$ cat config.mk
export PLATFORM = sky130hd
export DESIGN_NAME = dci_gold_scrambler
export DESIGN_NICKNAME = d
export VERILOG_FILES = /design/src/rtl/gold_scr_pkg.sv /design/src/rtl/gold_seed_sel.sv /design/src/rtl/gold_lfsr_pair.sv /design/src/rtl/scr_control.sv /design/src/rtl/scr_datapath.sv /design/src/rtl/dci_gold_scrambler.sv
export SDC_FILE = /design/constraint.sdc
export NUM_CORES = 1
export LEC_CHECK = 0
export BUFFER_PORTS_ARGS = -buffer_cell sky130_fd_sc_hd__clkbuf_2
export CAP_MARGIN = 5
export CORE_MARGIN = 4
export CORE_UTILIZATION = 45
export CTS_CLUSTER_DIAMETER = 50
export DETAILED_ROUTE_END_ITERATION = 6
export HOLD_SLACK_MARGIN = 0.08
export PLACE_DENSITY = 0.73
export SYNTH_ARGS = -nofsm -noshare
export SYNTH_HDL_FRONTEND = slang
export SYNTH_HIERARCHICAL = 1
export SYNTH_SLANG_ARGS = --single-unit
$ cat constraint.sdc
create_clock -name clk -period 5.45 [get_ports clk]
set_clock_uncertainty 0.05 [all_clocks]
set_input_delay 0.8175 -clock clk [delete_from_list [all_inputs] [get_ports clk]]
set_output_delay 0.8175 -clock clk [all_outputs]
set_load 0.02 [all_outputs]
$ cat src/rtl/gold_scr_pkg.sv
package gold_scr_pkg;
  localparam int WORD_W    = 32;
  localparam int NUM_WORDS = 4;
  localparam int LEN_W     = 8;
  localparam int LFSR_W    = 31;
  localparam int WARMUP    = 1600;
  localparam int RNTI_W    = 16;
  localparam int ID_W      = 16;
  localparam int CELL_W    = 10;

  // strobes issued by the control FSM to the datapath
  typedef struct packed {
    logic seedLoad;
    logic outClear;
    logic genStep;
    logic bitCapture;
    logic wordCommit;
  } scrStrobe_t;
endpackage

$ cat src/rtl/gold_seed_sel.sv
module gold_seed_sel #(
  parameter int RNTI_W = 16,
  parameter int ID_W   = 16,
  parameter int CELL_W = 10,
  parameter int LFSR_W = 31
) (
  input  logic              ueSpecific,
  input  logic [RNTI_W-1:0] rnti,
  input  logic [ID_W-1:0]   dmrsScrId,
  input  logic [CELL_W-1:0] cellId,
  output logic [LFSR_W-1:0] seed
);
  localparam int SUM_W = 32;
  logic [SUM_W-1:0] rntiTerm;
  logic [SUM_W-1:0] scrId;

  always_comb begin
    scrId    = ueSpecific ? SUM_W'(dmrsScrId) : SUM_W'(cellId);
    rntiTerm = ueSpecific ? SUM_W'(rnti) : '0;
    seed     = LFSR_W'((rntiTerm << 16) + scrId);
  end
endmodule

$ cat src/rtl/gold_lfsr_pair.sv
module gold_lfsr_pair #(
  parameter int LFSR_W = 31
) (
  input  logic              clk,
  input  logic              rstN,
  input  logic              load,
  input  logic              step,
  input  logic [LFSR_W-1:0] seedX2,
  output logic              seqBit
);
  logic [LFSR_W-1:0] x1Q;
  logic [LFSR_W-1:0] x2Q;
  logic              fb1;
  logic              fb2;

  always_comb begin
    fb1    = x1Q[3] ^ x1Q[0];
    fb2    = x2Q[3] ^ x2Q[2] ^ x2Q[1] ^ x2Q[0];
    seqBit = x1Q[0] ^ x2Q[0];
  end

  always_ff @(posedge clk or negedge rstN) begin
    if (!rstN) begin
      x1Q <= '0;
      x2Q <= '0;
    end else if (load) begin
      x1Q <= LFSR_W'(1);
      x2Q <= seedX2;
    end else if (step) begin
      x1Q <= {fb1, x1Q[LFSR_W-1:1]};
      x2Q <= {fb2, x2Q[LFSR_W-1:1]};
    end
  end
endmodule

$ cat src/rtl/scr_control.sv
module scr_control
  import gold_scr_pkg::*;
#(
  parameter int WORD_W    = 32,
  parameter int NUM_WORDS = 4,
  parameter int LEN_W     = 8,
  parameter int WARMUP    = 1600
) (
  input  logic                                 clk,
  input  logic                                 rstN,
  input  logic                                 start,
  input  logic [LEN_W-1:0]                     payloadLen,
  output scrStrobe_t                           str,
  output logic [$clog2(WORD_W*NUM_WORDS)-1:0]  bitIdx,
  output logic [LEN_W-1:0]                     lenHeld,
  output logic                                 busy,
  output logic                                 done
);
  localparam int PAY_W = WORD_W * NUM_WORDS;
  localparam int IDX_W = $clog2(PAY_W);
  localparam int SEL_W = $clog2(WORD_W);
  localparam int WC_W  = $clog2(WARMUP + 1);

  typedef enum logic [1:0] {S_IDLE, S_WARM, S_RUN} scrState_e;
  scrState_e        state;
  logic [WC_W-1:0]  warmCnt;
  logic [LEN_W-1:0] lenClamp;
  logic             accept;
  logic             lastBit;

  always_comb begin
    lenClamp = (payloadLen > LEN_W'(PAY_W)) ? LEN_W'(PAY_W) : payloadLen;
    accept   = (state == S_IDLE) && start;
    lastBit  = (state == S_RUN) && (LEN_W'(bitIdx) == lenHeld - LEN_W'(1));
    busy     = (state != S_IDLE);
    str            = '0;
    str.seedLoad   = accept;
    str.outClear   = accept;
    str.genStep    = (state != S_IDLE);
    str.bitCapture = (state == S_RUN);
    str.wordCommit = (state == S_RUN) && ((&bitIdx[SEL_W-1:0]) || lastBit);
  end

  always_ff @(posedge clk or negedge rstN) begin
    if (!rstN) begin
      state   <= S_IDLE;
      warmCnt <= '0;
      bitIdx  <= '0;
      lenHeld <= '0;
      done    <= 1'b0;
    end else begin
      done <= 1'b0;
      case (state)
        S_IDLE: begin
          if (accept) begin
            lenHeld <= lenClamp;
            warmCnt <= '0;
            bitIdx  <= '0;
            state   <= S_WARM;
          end
        end
        S_WARM: begin
          warmCnt <= warmCnt + WC_W'(1);
          if (warmCnt == WC_W'(WARMUP - 1)) begin
            if (lenHeld == '0) begin
              state <= S_IDLE;
              done  <= 1'b1;
            end else begin
              state <= S_RUN;
            end
          end
        end
        S_RUN: begin
          bitIdx <= bitIdx + IDX_W'(1);
          if (lastBit) begin
            state <= S_IDLE;
            done  <= 1'b1;
          end
        end
        default: state <= S_IDLE;
      endcase
    end
  end
endmodule

$ cat src/rtl/scr_datapath.sv
module scr_datapath
  import gold_scr_pkg::*;
#(
  parameter int WORD_W    = 32,
  parameter int NUM_WORDS = 4,
  parameter int LEN_W     = 8,
  parameter int LFSR_W    = 31,
  parameter int RNTI_W    = 16,
  parameter int ID_W      = 16,
  parameter int CELL_W    = 10
) (
  input  logic                                 clk,
  input  logic                                 rstN,
  input  scrStrobe_t                           str,
  input  logic [$clog2(WORD_W*NUM_WORDS)-1:0]  bitIdx,
  input  logic [LEN_W-1:0]                     lenHeld,
  input  logic [WORD_W*NUM_WORDS-1:0]          payloadIn,
  input  logic                                 ueSpecific,
  input  logic [RNTI_W-1:0]                    rnti,
  input  logic [ID_W-1:0]                      dmrsScrId,
  input  logic [CELL_W-1:0]                    cellId,
  output logic [WORD_W*NUM_WORDS-1:0]          dataOut
);
  localparam int PAY_W  = WORD_W * NUM_WORDS;
  localparam int SEL_W  = $clog2(WORD_W);
  localparam int WSEL_W = $clog2(NUM_WORDS);

  logic [LFSR_W-1:0] seed;
  logic              seqBit;
  logic [PAY_W-1:0]  payloadQ;
  logic [WORD_W-1:0] seqWordQ;
  logic [WORD_W-1:0] seqNext;
  logic [WORD_W-1:0] tailMask;
  logic [SEL_W-1:0]  bitSel;
  logic [WSEL_W-1:0] wordSel;

  gold_seed_sel #(
    .RNTI_W(RNTI_W), .ID_W(ID_W), .CELL_W(CELL_W), .LFSR_W(LFSR_W)
  ) seed_i (
    .ueSpecific(ueSpecific),
    .rnti      (rnti),
    .dmrsScrId (dmrsScrId),
    .cellId    (cellId),
    .seed      (seed)
  );

  gold_lfsr_pair #(.LFSR_W(LFSR_W)) gen_i (
    .clk   (clk),
    .rstN  (rstN),
    .load  (str.seedLoad),
    .step  (str.genStep),
    .seedX2(seed),
    .seqBit(seqBit)
  );

  always_comb begin
    bitSel  = bitIdx[SEL_W-1:0];
    wordSel = bitIdx[SEL_W +: WSEL_W];
    seqNext = seqWordQ;
    if (str.bitCapture) seqNext[bitSel] = seqBit;
    for (int j = 0; j < WORD_W; j++) begin
      tailMask[j] = (LEN_W'({wordSel, SEL_W'(j)}) < lenHeld);
    end
  end

  always_ff @(posedge clk or negedge rstN) begin
    if (!rstN) begin
      payloadQ <= '0;
      seqWordQ <= '0;
    end else if (str.seedLoad) begin
      payloadQ <= payloadIn;
      seqWordQ <= '0;
    end else begin
      seqWordQ <= seqNext;
    end
  end

  for (genvar w = 0; w < NUM_WORDS; w++) begin : g_word
    logic [WORD_W-1:0] wordQ;
    always_ff @(posedge clk or negedge rstN) begin
      if (!rstN) begin
        wordQ <= '0;
      end else if (str.outClear) begin
        wordQ <= '0;
      end else if (str.wordCommit && (wordSel == WSEL_W'(w))) begin
        wordQ <= (payloadQ[w*WORD_W +: WORD_W] ^ seqNext) & tailMask;
      end
    end
    assign dataOut[w*WORD_W +: WORD_W] = wordQ;
  end
endmodule

$ cat src/rtl/dci_gold_scrambler.sv
module dci_gold_scrambler
  import gold_scr_pkg::*;
#(
  parameter int WORD_W    = gold_scr_pkg::WORD_W,
  parameter int NUM_WORDS = gold_scr_pkg::NUM_WORDS,
  parameter int LEN_W     = gold_scr_pkg::LEN_W,
  parameter int LFSR_W    = gold_scr_pkg::LFSR_W,
  parameter int WARMUP    = gold_scr_pkg::WARMUP,
  parameter int RNTI_W    = gold_scr_pkg::RNTI_W,
  parameter int ID_W      = gold_scr_pkg::ID_W,
  parameter int CELL_W    = gold_scr_pkg::CELL_W
) (
  input  logic                        clk,
  input  logic                        rstN,
  input  logic                        start,
  input  logic [WORD_W*NUM_WORDS-1:0] payloadIn,
  input  logic [LEN_W-1:0]            payloadLen,
  input  logic                        ueSpecific,
  input  logic [RNTI_W-1:0]           rnti,
  input  logic [ID_W-1:0]             dmrsScrId,
  input  logic [CELL_W-1:0]           cellId,
  output logic [WORD_W*NUM_WORDS-1:0] dataOut,
  output logic                        done
);
  localparam int PAY_W = WORD_W * NUM_WORDS;
  localparam int IDX_W = $clog2(PAY_W);

  scrStrobe_t       ctrlStr;
  logic [IDX_W-1:0] bitIdx;
  logic [LEN_W-1:0] lenHeld;
  logic             busy;

  scr_control #(
    .WORD_W(WORD_W), .NUM_WORDS(NUM_WORDS), .LEN_W(LEN_W), .WARMUP(WARMUP)
  ) ctrl_i (
    .clk       (clk),
    .rstN      (rstN),
    .start     (start),
    .payloadLen(payloadLen),
    .str       (ctrlStr),
    .bitIdx    (bitIdx),
    .lenHeld   (lenHeld),
    .busy      (busy),
    .done      (done)
  );

  scr_datapath #(
    .WORD_W(WORD_W), .NUM_WORDS(NUM_WORDS), .LEN_W(LEN_W), .LFSR_W(LFSR_W),
    .RNTI_W(RNTI_W), .ID_W(ID_W), .CELL_W(CELL_W)
  ) dp_i (
    .clk       (clk),
    .rstN      (rstN),
    .str       (ctrlStr),
    .bitIdx    (bitIdx),
    .lenHeld   (lenHeld),
    .payloadIn (payloadIn),
    .ueSpecific(ueSpecific),
    .rnti      (rnti),
    .dmrsScrId (dmrsScrId),
    .cellId    (cellId),
    .dataOut   (dataOut)
  );
endmodule

[Yosys cells after proc, flatten, opt, wreduce, memory -nomap -nowiden]
Cells that the tools add are included.
Word-level totals
  register bits after elaboration: 379
  input port bits: 182
  memories: 0
  memory bits (writable): 0
  bits in latches: 0
  output and inout port bits: 129
  logic and storage cells: 133
  bits in read-only memories: 0
Cells by class
  add/subtract/negate cells: 4
  equality and inequality tests: 10
  shift-type cells: 0
  muxes and demuxes: 33
  reductions and logical operators: 25
  $lt $le $gt $ge: 35
  bitwise logic cells: 13
  multiply operators: 0
  divide/modulo/power cells: 0
Operators with widths (count)
  2-to-1 mux 32 bit: 10
  less-than comparator 7 x 8 -> 1 bit: 32
  bitwise AND 32 bit: 4
  XOR 32 bit: 4
  2-to-1 mux 31 bit: 4
  bitwise mux 32 bit: 1
  adder 31 bit: 1
  one-hot mux 11 bit (2 select lines): 1
  2-to-1 mux 16 bit: 1
  nonzero test 2 bit: 8
  2-to-1 mux 15 bit: 1
  one-hot mux 7 bit (2 select lines): 1
  adder 11 x 1 -> 11 bit, second input constant: 1
  == test 11 bit, second input constant: 1
  2-to-1 mux 11 bit: 1
  == test 7 x 8 -> 1 bit: 1
  > comparator 8 bit, second input constant: 1
  logical AND 1 bit: 8
  zero test 8 bit: 1
  2-to-1 mux 2 bit: 4
  2-to-1 mux 8 bit: 1
  subtractor 8 x 1 -> 8 bit, second input constant: 1
  adder 7 x 1 -> 7 bit, second input constant: 1
  2-to-1 mux 7 bit: 1
  15 further kinds: 30

[Longest topological paths before layout]
Gate-level depths: netlist of the first run.
  depth in word-level cells: 10
  gate-level depth with buffers: 14
  gate-level depth less buffers: 13

[Cells and area by module]
The synthesis of the first run kept the hierarchy.
By module, submodules not included
  scr_datapath: area an instance 12594.6 um^2, seq. area each 7206.9 um^2, cells an instance 932, instances 1
  gold_lfsr_pair: area an instance 2732.6 um^2, seq. area each 1551.5 um^2, cells an instance 240, instances 1
  scr_control: area an instance 1756.7 um^2, seq. area each 725.7 um^2, cells an instance 191, instances 1
  gold_seed_sel: area an instance 299.0 um^2, seq. area each 0.0 um^2, cells an instance 34, instances 1

[Worst setup path before layout of the first run]
No wires, ideal clock.
  kind: in2reg
  start point: input port start
  end point: register dp_i.payloadQ[100]
  cell stages on the path: 9
  path slack: 2.303 ns
  arrival: 2.973 ns
  setup time: 0.125 ns
  required time: 5.275 ns
  buffers on the path: 6
  cells stage by stage: clkbuf_1 -> nand2_1 -> clkbuf_1 -> inv_1 -> buf_4 -> clkbuf_1 -> clkbuf_1 -> clkbuf_1 -> mux2_2
On the way
  cells in the longest elaborated chain, start to end: 1
Ends and longest elaborated chain
  from (decl): RTL line dci_gold_scrambler.sv:15  | input logic start,
  logical AND 1 bit: RTL line scr_control.sv:33  | accept = (state == S_IDLE) && start;
  via ctrl_i.accept: RTL line scr_control.sv:28  | logic accept;
  to (signal assigned): RTL line scr_datapath.sv:71  | payloadQ <= payloadIn;
  to (decl): RTL line scr_datapath.sv:30  | logic [PAY_W-1:0] payloadQ;
The timed path passes the listed nets, and every way through them passes these cells.
A chain may end at the register's enable or synchronous reset.

==> impl_metrics.json, run 1 <==
{
  "p_int_mw": 6.75,
  "fp.dieW_um": 205,
  "cts_tree": "done",
  "worst_slew_pin_slew_ns": 1.21,
  "whs_ns": 0.279,
  "p_leak_nw": 9.66,
  "reg2regPathDepth": 12,
  "switching_share_pct": 35.2,
  "critical_path.max_stage_delay_ns": 0.52,
  "cts_made_buffers": 44,
  "final_cell_mix": "dfrtp_1, clkbuf_2, xnor2_1",
  "drc": 0,
  "power_frac_clock_pct": 27.3,
  "comb_power_share_pct": 33.1,
  "start_util_pct": 45.9,
  "grt.total_usage_pct": 22.3,
  "status": "finished, final reports clean",
  "grt_pass1_vias": 12841,
  "seqPwrFrac_pct": 39.6,
  "clk_latency_ns": 0.56,
  "async_flop_share_pct": 100,
  "cp_cell_sequence": "inv_1 -> ha_1 -> nand2b_1 -> nor4b_1 -> a31oi_1 -> nor4_2 -> nor2_1 -> nor2_1 -> nor2b_1 -> and3_1 -> buf_4 -> a32o_1",
  "startpoint": "ctrl_i/lenHeld[1]$_DFFE_PN0P_",
  "ff2ff_setup_slack_ns": 1.29,
  "synth_edf_count": 0,
  "ir_drop_uv": 309,
  "cp_common_cell": "nor2_1",
  "slowest_stage": "nor2_1",
  "tns_ns": 0,
  "routed_wl_um": 47300,
  "ys_types": 56,
  "max_slew_margin_pct": 19.3,
  "rsz0062_at_grt": "no",
  "vias_per_cell": 5.53,
  "htree_levels": 2,
  "grt_pass1_wl_um": 72700,
  "cts_setup_buffers": 0,
  "final-setup-viol-count": 0,
  "seq_area_frac_synth_pct": 54.6,
  "crit_type": "reg2reg",
  "critPathLaunchType": "register",
  "drt_first_pass_iters": 5,
  "clock_sinks": 379,
  "grt_overflow_total": 0,
  "dp_hpwl_um": 32400,
  "r2r-end": "dp_i/g_word[3].wordQ[5]$_DFFE_PN0P_",
  "nets": 1871,
  "syn-cell-area_um2": 17400,
  "ys_ff_latch": 379,
  "cts_root_buf": "clkbuf_16",
  "critical_path_arrival_ns": 4.61,
  "rows": 71,
  "drive_gt1_share_pct": 33.5,
  "yosysWarnings": 6,
  "portBuffers": 309,
  "die_area_um2": 41800,
  "mostFrequentLayoutCell": "dfrtp_1",
  "min_period_ns": 4.16,
  "cts_resized": 0,
  "drtIter0Drc": 948,
  "p_per_area_nw_per_um2": 501,
  "synth_area_per_cell_um2": 12.4,
  "timing.fmax_ghz": 0.240,
  "core_area_um2": 37800,
  "synth_ff_type": "dfrtp_1",
  "hold_buffers": 0,
  "syn_nets": 1589,
  "boundaryPins": 311,
  "cp.required_ns": 5.90,
  "drv_cap": 0,
  "r2r_start": "ctrl_i/lenHeld[1]$_DFFE_PN0P_",
  "die_y_um": 205,
  "hold_viol": 0,
  "area_growth_pct": 19.6,
  "p_switching_mw": 3.66,
  "cts_buffer_depth": 3,
  "num_vias": 12280,
  "worstSetupEndpointType": "register",
  "netlist_instances": 1397,
  "antenna_left": 0,
  "grt_antenna_before_repair": 1,
  "period_share_pct": 76.3,
  "clkTransAtPathRegs_ns": 0.06,
  "drt-wirelength-per-cell_um": 21.3,
  "routabilityCongestion": 0.889,
  "grt_max_degree": 174,
  "slew_violations": 0,
  "crit_fanout": 20,
  "hold_class": "in2async"
}
==> cell type report <==
type,count,area (um^2)
clock buffer,63,1280
tap,511,639
antenna,2,5.00
inverter,14,61.3
multi-input combinational,918,7500
sequential,379,9480
timing repair buffer,322,1690
fill,3226,17100
clock inverter,12,119
==> metal layers <==
| layer | vias to the layer above | global-route usage (%) | routed length [um] |
|---|---|---|---|
| met2 | 440 | 36.3 | 22600 |
| met5 | - | 0 | 0 |
| met3 | 96 | 6.60 | 3940 |
| met4 | 0 | 8.42 | 1620 |
| met1 | 6186 | 28.3 | 19200 |
| li1 | 5558 | - | - |
==> how the worst max path moves through the flow <==
stage	end	cells after the start
floorplan	dp_i/payloadQ[100]$_DFFE_PN0P_	9
global placement	dp_i/g_word[3].wordQ[11]$_DFFE_PN0P_	10
detailed placement	dp_i/g_word[3].wordQ[5]$_DFFE_PN0P_	10
CTS	dp_i/g_word[3].wordQ[5]$_DFFE_PN0P_	12
global route	dp_i/g_word[3].wordQ[4]$_DFFE_PN0P_	12
finish	dp_i/g_word[3].wordQ[5]$_DFFE_PN0P_	12
==> power groups by stage <==
stage	logic (mW)	registers, mW	clock network [mW]
6_report	3.44	4.12	2.85
5_1_grt	3.73	4.22	3.03
4_1_cts	3.45	4.12	2.91
3_5_place_dp	3.43	4.17	0
3_3_place_gp	3.31	4.12	0
2_1_floorplan	2.69	3.97	0
==> cell families after synthesis <==
family	after synthesis	synth area share [%]
AND/OR/NAND/NOR	287	8.10
buffers and inverters	100	2.74
multiplexers	236	15.5
adder cells (fa/ha/maj)	10	0.720
AO/OA/AOI/OAI	230	10.6
flip-flops	379	54.6
XOR/XNOR	155	7.81
==> worst max-delay path: cells and delay by family (launching register included) <==
kind	cells	cell delay (ns)
buffers and inverters	2	0.55
AOI/OAI and AO/OA	2	0.33
DFF	1	0.48
adders and majority gates	1	0.23
and+or+nand+nor	7	2.42
==> Yosys cell counts, types with 2 or more instances <==
| master | number | share of area [%] |
|---|---|---|
| nand2_1 | 69 | 1.5 |
| nor2_1 | 110 | 2.4 |
| or3_1 | 2 | 0.072 |
| and3_1 | 6 | 0.22 |
| inv_1 | 14 | 0.30 |
| nor2b_1 | 5 | 0.18 |
| buf_2 | 11 | 0.32 |
| ha_1 | 10 | 0.72 |
| nor3_1 | 8 | 0.23 |
| o21ai_0 | 26 | 0.75 |
| buf_4 | 7 | 0.30 |
| buf_6 | 8 | 0.52 |
| dfrtp_1 | 379 | 55 |
| mux2_2 | 130 | 8.4 |
| mux2_4 | 9 | 0.78 |
| mux2i_4 | 6 | 0.78 |
| and2_1 | 26 | 0.94 |
| mux2i_2 | 14 | 1.1 |
| o21ai_1 | 31 | 0.89 |
| nor3b_2 | 3 | 0.22 |
| xor2_1 | 19 | 0.96 |
| nand2_2 | 3 | 0.11 |
| xnor2_1 | 136 | 6.9 |
| nor4_1 | 2 | 0.072 |
| and3b_2 | 2 | 0.12 |
| nand2b_1 | 10 | 0.36 |
| a22o_1 | 4 | 0.20 |
| nand3b_1 | 10 | 0.43 |
| nor3b_1 | 2 | 0.086 |
| nand3_1 | 19 | 0.55 |
| a32oi_1 | 3 | 0.15 |
| a31oi_1 | 4 | 0.14 |
| mux2i_1 | 77 | 4.4 |
| a21oi_1 | 29 | 0.83 |
| clkbuf_1 | 59 | 1.3 |
| o31ai_1 | 5 | 0.22 |
| a32o_1 | 120 | 6.9 |
==> sequential cells by signal, summed over array words and instances, names as in the netlist <==
signal	count
dp_i/gen_i/x2Q	31
ctrl_i/lenHeld	8
ctrl_i/state	2
dp_i/seqWordQ	32
ctrl_i/warmCnt	11
ctrl_i/bitIdx	7
dp_i/payloadQ	128
dp_i/gen_i/x1Q	31
ctrl_i/done	1
dp_i/g_word.wordQ	128
==> per-stage QoR <==
step | area, um^2 | total power [mW] | util [%] | cells | setup WS, ns
after floorplan | 17400 | 6.66 | - | 1397 | 2.30
final | 20800 | 10.4 | 54.9 | 2221 | 1.29
after global placement | 19400 | 7.44 | 51.2 | 2144 | 1.46
after CTS | 20800 | 10.5 | 54.9 | 2219 | 1.35
after global routing | 20800 | 11.0 | 54.9 | 2220 | 1.02
after detailed placement | 19400 | 7.60 | 51.2 | 2144 | 1.41
(Power assumes the default switching activity.)
==> run 2: changes to the inputs <==
--- a/config.mk
+++ b/config.mk
@@ -12,7 +12,7 @@
 export CTS_CLUSTER_DIAMETER = 50
 export DETAILED_ROUTE_END_ITERATION = 6
 export HOLD_SLACK_MARGIN = 0.08
-export PLACE_DENSITY = 0.73
+export PLACE_DENSITY = 0.75
 export SYNTH_ARGS = -nofsm -noshare
 export SYNTH_HDL_FRONTEND = slang
 export SYNTH_HIERARCHICAL = 1
==> constraint.sdc (replaced) <==
create_clock -name clk -period 3.5 [get_ports clk]
set_clock_uncertainty 0.05 [all_clocks]
set_input_delay 0.525 -clock clk [delete_from_list [all_inputs] [get_ports clk]]
set_output_delay 0.525 -clock clk [all_outputs]
set_load 0.02 [all_outputs]
==> impl_metrics.json, run 2 (synthesis results as in run 1) <==
{
  "cp.required_ns": 3.94,
  "clk_latency_ns": 0.56,
  "use_met2_pct": 37.7,
  "grt_max_degree": 103,
  "max_slew_margin_pct": 30.1,
  "top_regs": "dp_i/g_word.wordQ x128, dp_i/payloadQ x128, dp_i/seqWordQ x32",
  "crit_fanout": 10,
  "routed_wl_um": 48200,
  "reg2regPathDepth": 14,
  "num_vias": 12503,
  "crit_type": "reg2reg",
  "core_area_um2": 37800,
  "hold_viol": 0,
  "rows": 71,
  "antenna_left": 0,
  "clock_sinks": 379,
  "cts_root_buf": "clkbuf_16",
  "cts_tree": "done",
  "htree_levels": 2,
  "cts_setup_buffers": 0,
  "timing.fmax_ghz": 0.313,
  "slew_violations": 0,
  "grt.total_usage_pct": 22.7,
  "critPathLaunchType": "register",
  "portBuffers": 309,
  "grt_overflow_total": 0,
  "drt-wirelength-per-cell_um": 21.3,
  "period_share_pct": 91.2,
  "drtIter0Drc": 875,
  "ff2ff_setup_slack_ns": 0.31,
  "start_util_pct": 45.9,
  "grt_busiest_layer": "met2",
  "fp.dieW_um": 205,
  "routabilityCongestion": 0.896,
  "final-setup-viol-count": 0,
  "drive_gt1_share_pct": 35.3,
  "drt_first_pass_iters": 7,
  "r2r-end": "dp_i/g_word[1].wordQ[26]$_DFFE_PN0P_",
  "grt_antenna_before_repair": 4,
  "critical_path_arrival_ns": 3.63,
  "drv_cap": 0,
  "drc": 2,
  "status": "finished, violations left",
  "globalRouteMet1Util_pct": 28.8,
  "cp_top_family": "simple AND/OR/NAND/NOR gates",
  "finalPower_mw": 16.4,
  "cts_buffer_depth": 3,
  "cp_cell_sequence": "inv_1 -> ha_1 -> nand2b_1 -> o21a_1 -> o2111ai_1 -> nor4_4 -> nor2_1 -> nor2_1 -> buf_4 -> nand2_1 -> or3_1 -> nor2_1 -> buf_4 -> a32o_1",
  "final_cell_mix": "dfrtp_1, clkbuf_2, xnor2_1",
  "r2r_start": "ctrl_i/lenHeld[1]$_DFFE_PN0P_",
  "area_growth_pct": 21.7,
  "dp_hpwl_um": 34300,
  "dp.cells": 2182,
  "worst_slew_pin_slew_ns": 1.04,
  "worstSetupEndpointType": "register",
  "slowest_stage": "dfrtp_1",
  "clkTransAtPathRegs_ns": 0.06,
  "min_from": "payloadIn[76]",
  "violations": "DRC",
  "cts_made_buffers": 43,
  "whs_endpoint": "dp_i/payloadQ[76]$_DFFE_PN0P_",
  "vias_per_cell": 5.54,
  "grt_pass1_vias": 13256,
  "mostFrequentLayoutCell": "dfrtp_1",
  "rsz0062_at_grt": "no",
  "boundaryPins": 311,
  "tns_ns": 0,
  "critical_path.max_stage_delay_ns": 0.50,
  "grt_pass1_wl_um": 74200,
  "die_area_um2": 41800,
  "final_cells": 2258,
  "ir_drop_uv": 482,
  "p_leak_nw": 9.89,
  "nets": 1909,
  "crit_buf_inv": 3,
  "hold_depth": 2,
  "hold_class": "in2reg",
  "cp_common_cell": "nor2_1",
  "die_y_um": 205,
  "min_period_ns": 3.19,
  "p_per_area_nw_per_um2": 775,
  "use_met3_pct": 5.71
}
run 2: worst max path at each step:
stage	startpoint	endpoint	slack, ns	depth (start not counted)
2_1_floorplan	ctrl_i/lenHeld[1]$_DFFE_PN0P_	dp_i/g_word[3].wordQ[10]$_DFFE_PN0P_	0.44	13
3_3_place_gp	ctrl_i/lenHeld[1]$_DFFE_PN0P_	dp_i/g_word[2].wordQ[22]$_DFFE_PN0P_	0.33	13
3_5_place_dp	ctrl_i/lenHeld[1]$_DFFE_PN0P_	dp_i/g_word[2].wordQ[24]$_DFFE_PN0P_	0.28	13
4_1_cts	ctrl_i/lenHeld[1]$_DFFE_PN0P_	dp_i/g_word[2].wordQ[24]$_DFFE_PN0P_	0.21	13
5_1_grt	ctrl_i/lenHeld[1]$_DFFE_PN0P_	dp_i/g_word[1].wordQ[22]$_DFFE_PN0P_	0.06	14
6_report	ctrl_i/lenHeld[1]$_DFFE_PN0P_	dp_i/g_word[1].wordQ[26]$_DFFE_PN0P_	0.31	14
run 2: worst register-to-register path, delay by kind of cell (launching register included):
family | cells | cell delay (ns)
AO/OA/AOI/OAI | 3 | 0.48
AND/OR/NAND/NOR | 7 | 1.40
buffers and inverters | 3 | 0.45
adder cells (fa/ha/maj) | 1 | 0.24
flip-flops | 1 | 0.50
run 2: what timing repair did:
item	4_1_cts	5_1_grt
setup endpoints to repair	0	86
resized for setup	0	2
endpoints found under the hold margin	93	0
hold buffers	1	0
run 2: layout make-up:
cell class                 instances  area, um^2
clock buffer                      55        1230
inverter                          14        61.3
tap                              511         639
sequential                       379        9480
clock inverter                    17         163
multi-input combinational        918        7510
antenna                            3        7.51
timing repair buffer             361        2050
fill                            3182       16700
run 2: power by group:
| part | switching [mW] | leakage, nW | internal, mW | total (mW) |
|---|---|---|---|---|
| Combinational | 3.10 | 4.25 | 2.50 | 5.60 |
| Clock | 1.82 | 0.690 | 2.64 | 4.46 |
| Sequential | 0.849 | 4.95 | 5.49 | 6.34 |
| Total | 5.77 | 9.89 | 10.6 | 16.4 |
run 2: per-layer routing:
| layer | wire length [um] | part of all wire, % | vias to the layer above |
|---|---|---|---|
| met5 | 17 | 0.035 | - |
| met4 | 1580 | 3.3 | 2 |
| met3 | 3430 | 7.1 | 101 |
| met2 | 23700 | 49 | 455 |
| met1 | 19500 | 40 | 6316 |
| li1 | - | - | 5629 |
run 2: stage by stage:
step / utilization [%] / cell area [um^2] / worst slack (ns) / hold WS (ns)
after detailed placement: 52.1 / 19700 / 0.278 / 0.424
after floorplan: - / 17400 / 0.445 / 0.179
after global routing: 55.9 / 21100 / 0.0579 / 0.124
after global placement: 52.1 / 19700 / 0.330 / 0.413
final: 55.9 / 21100 / 0.309 / 0.146
after CTS: 55.8 / 21100 / 0.212 / 0.110
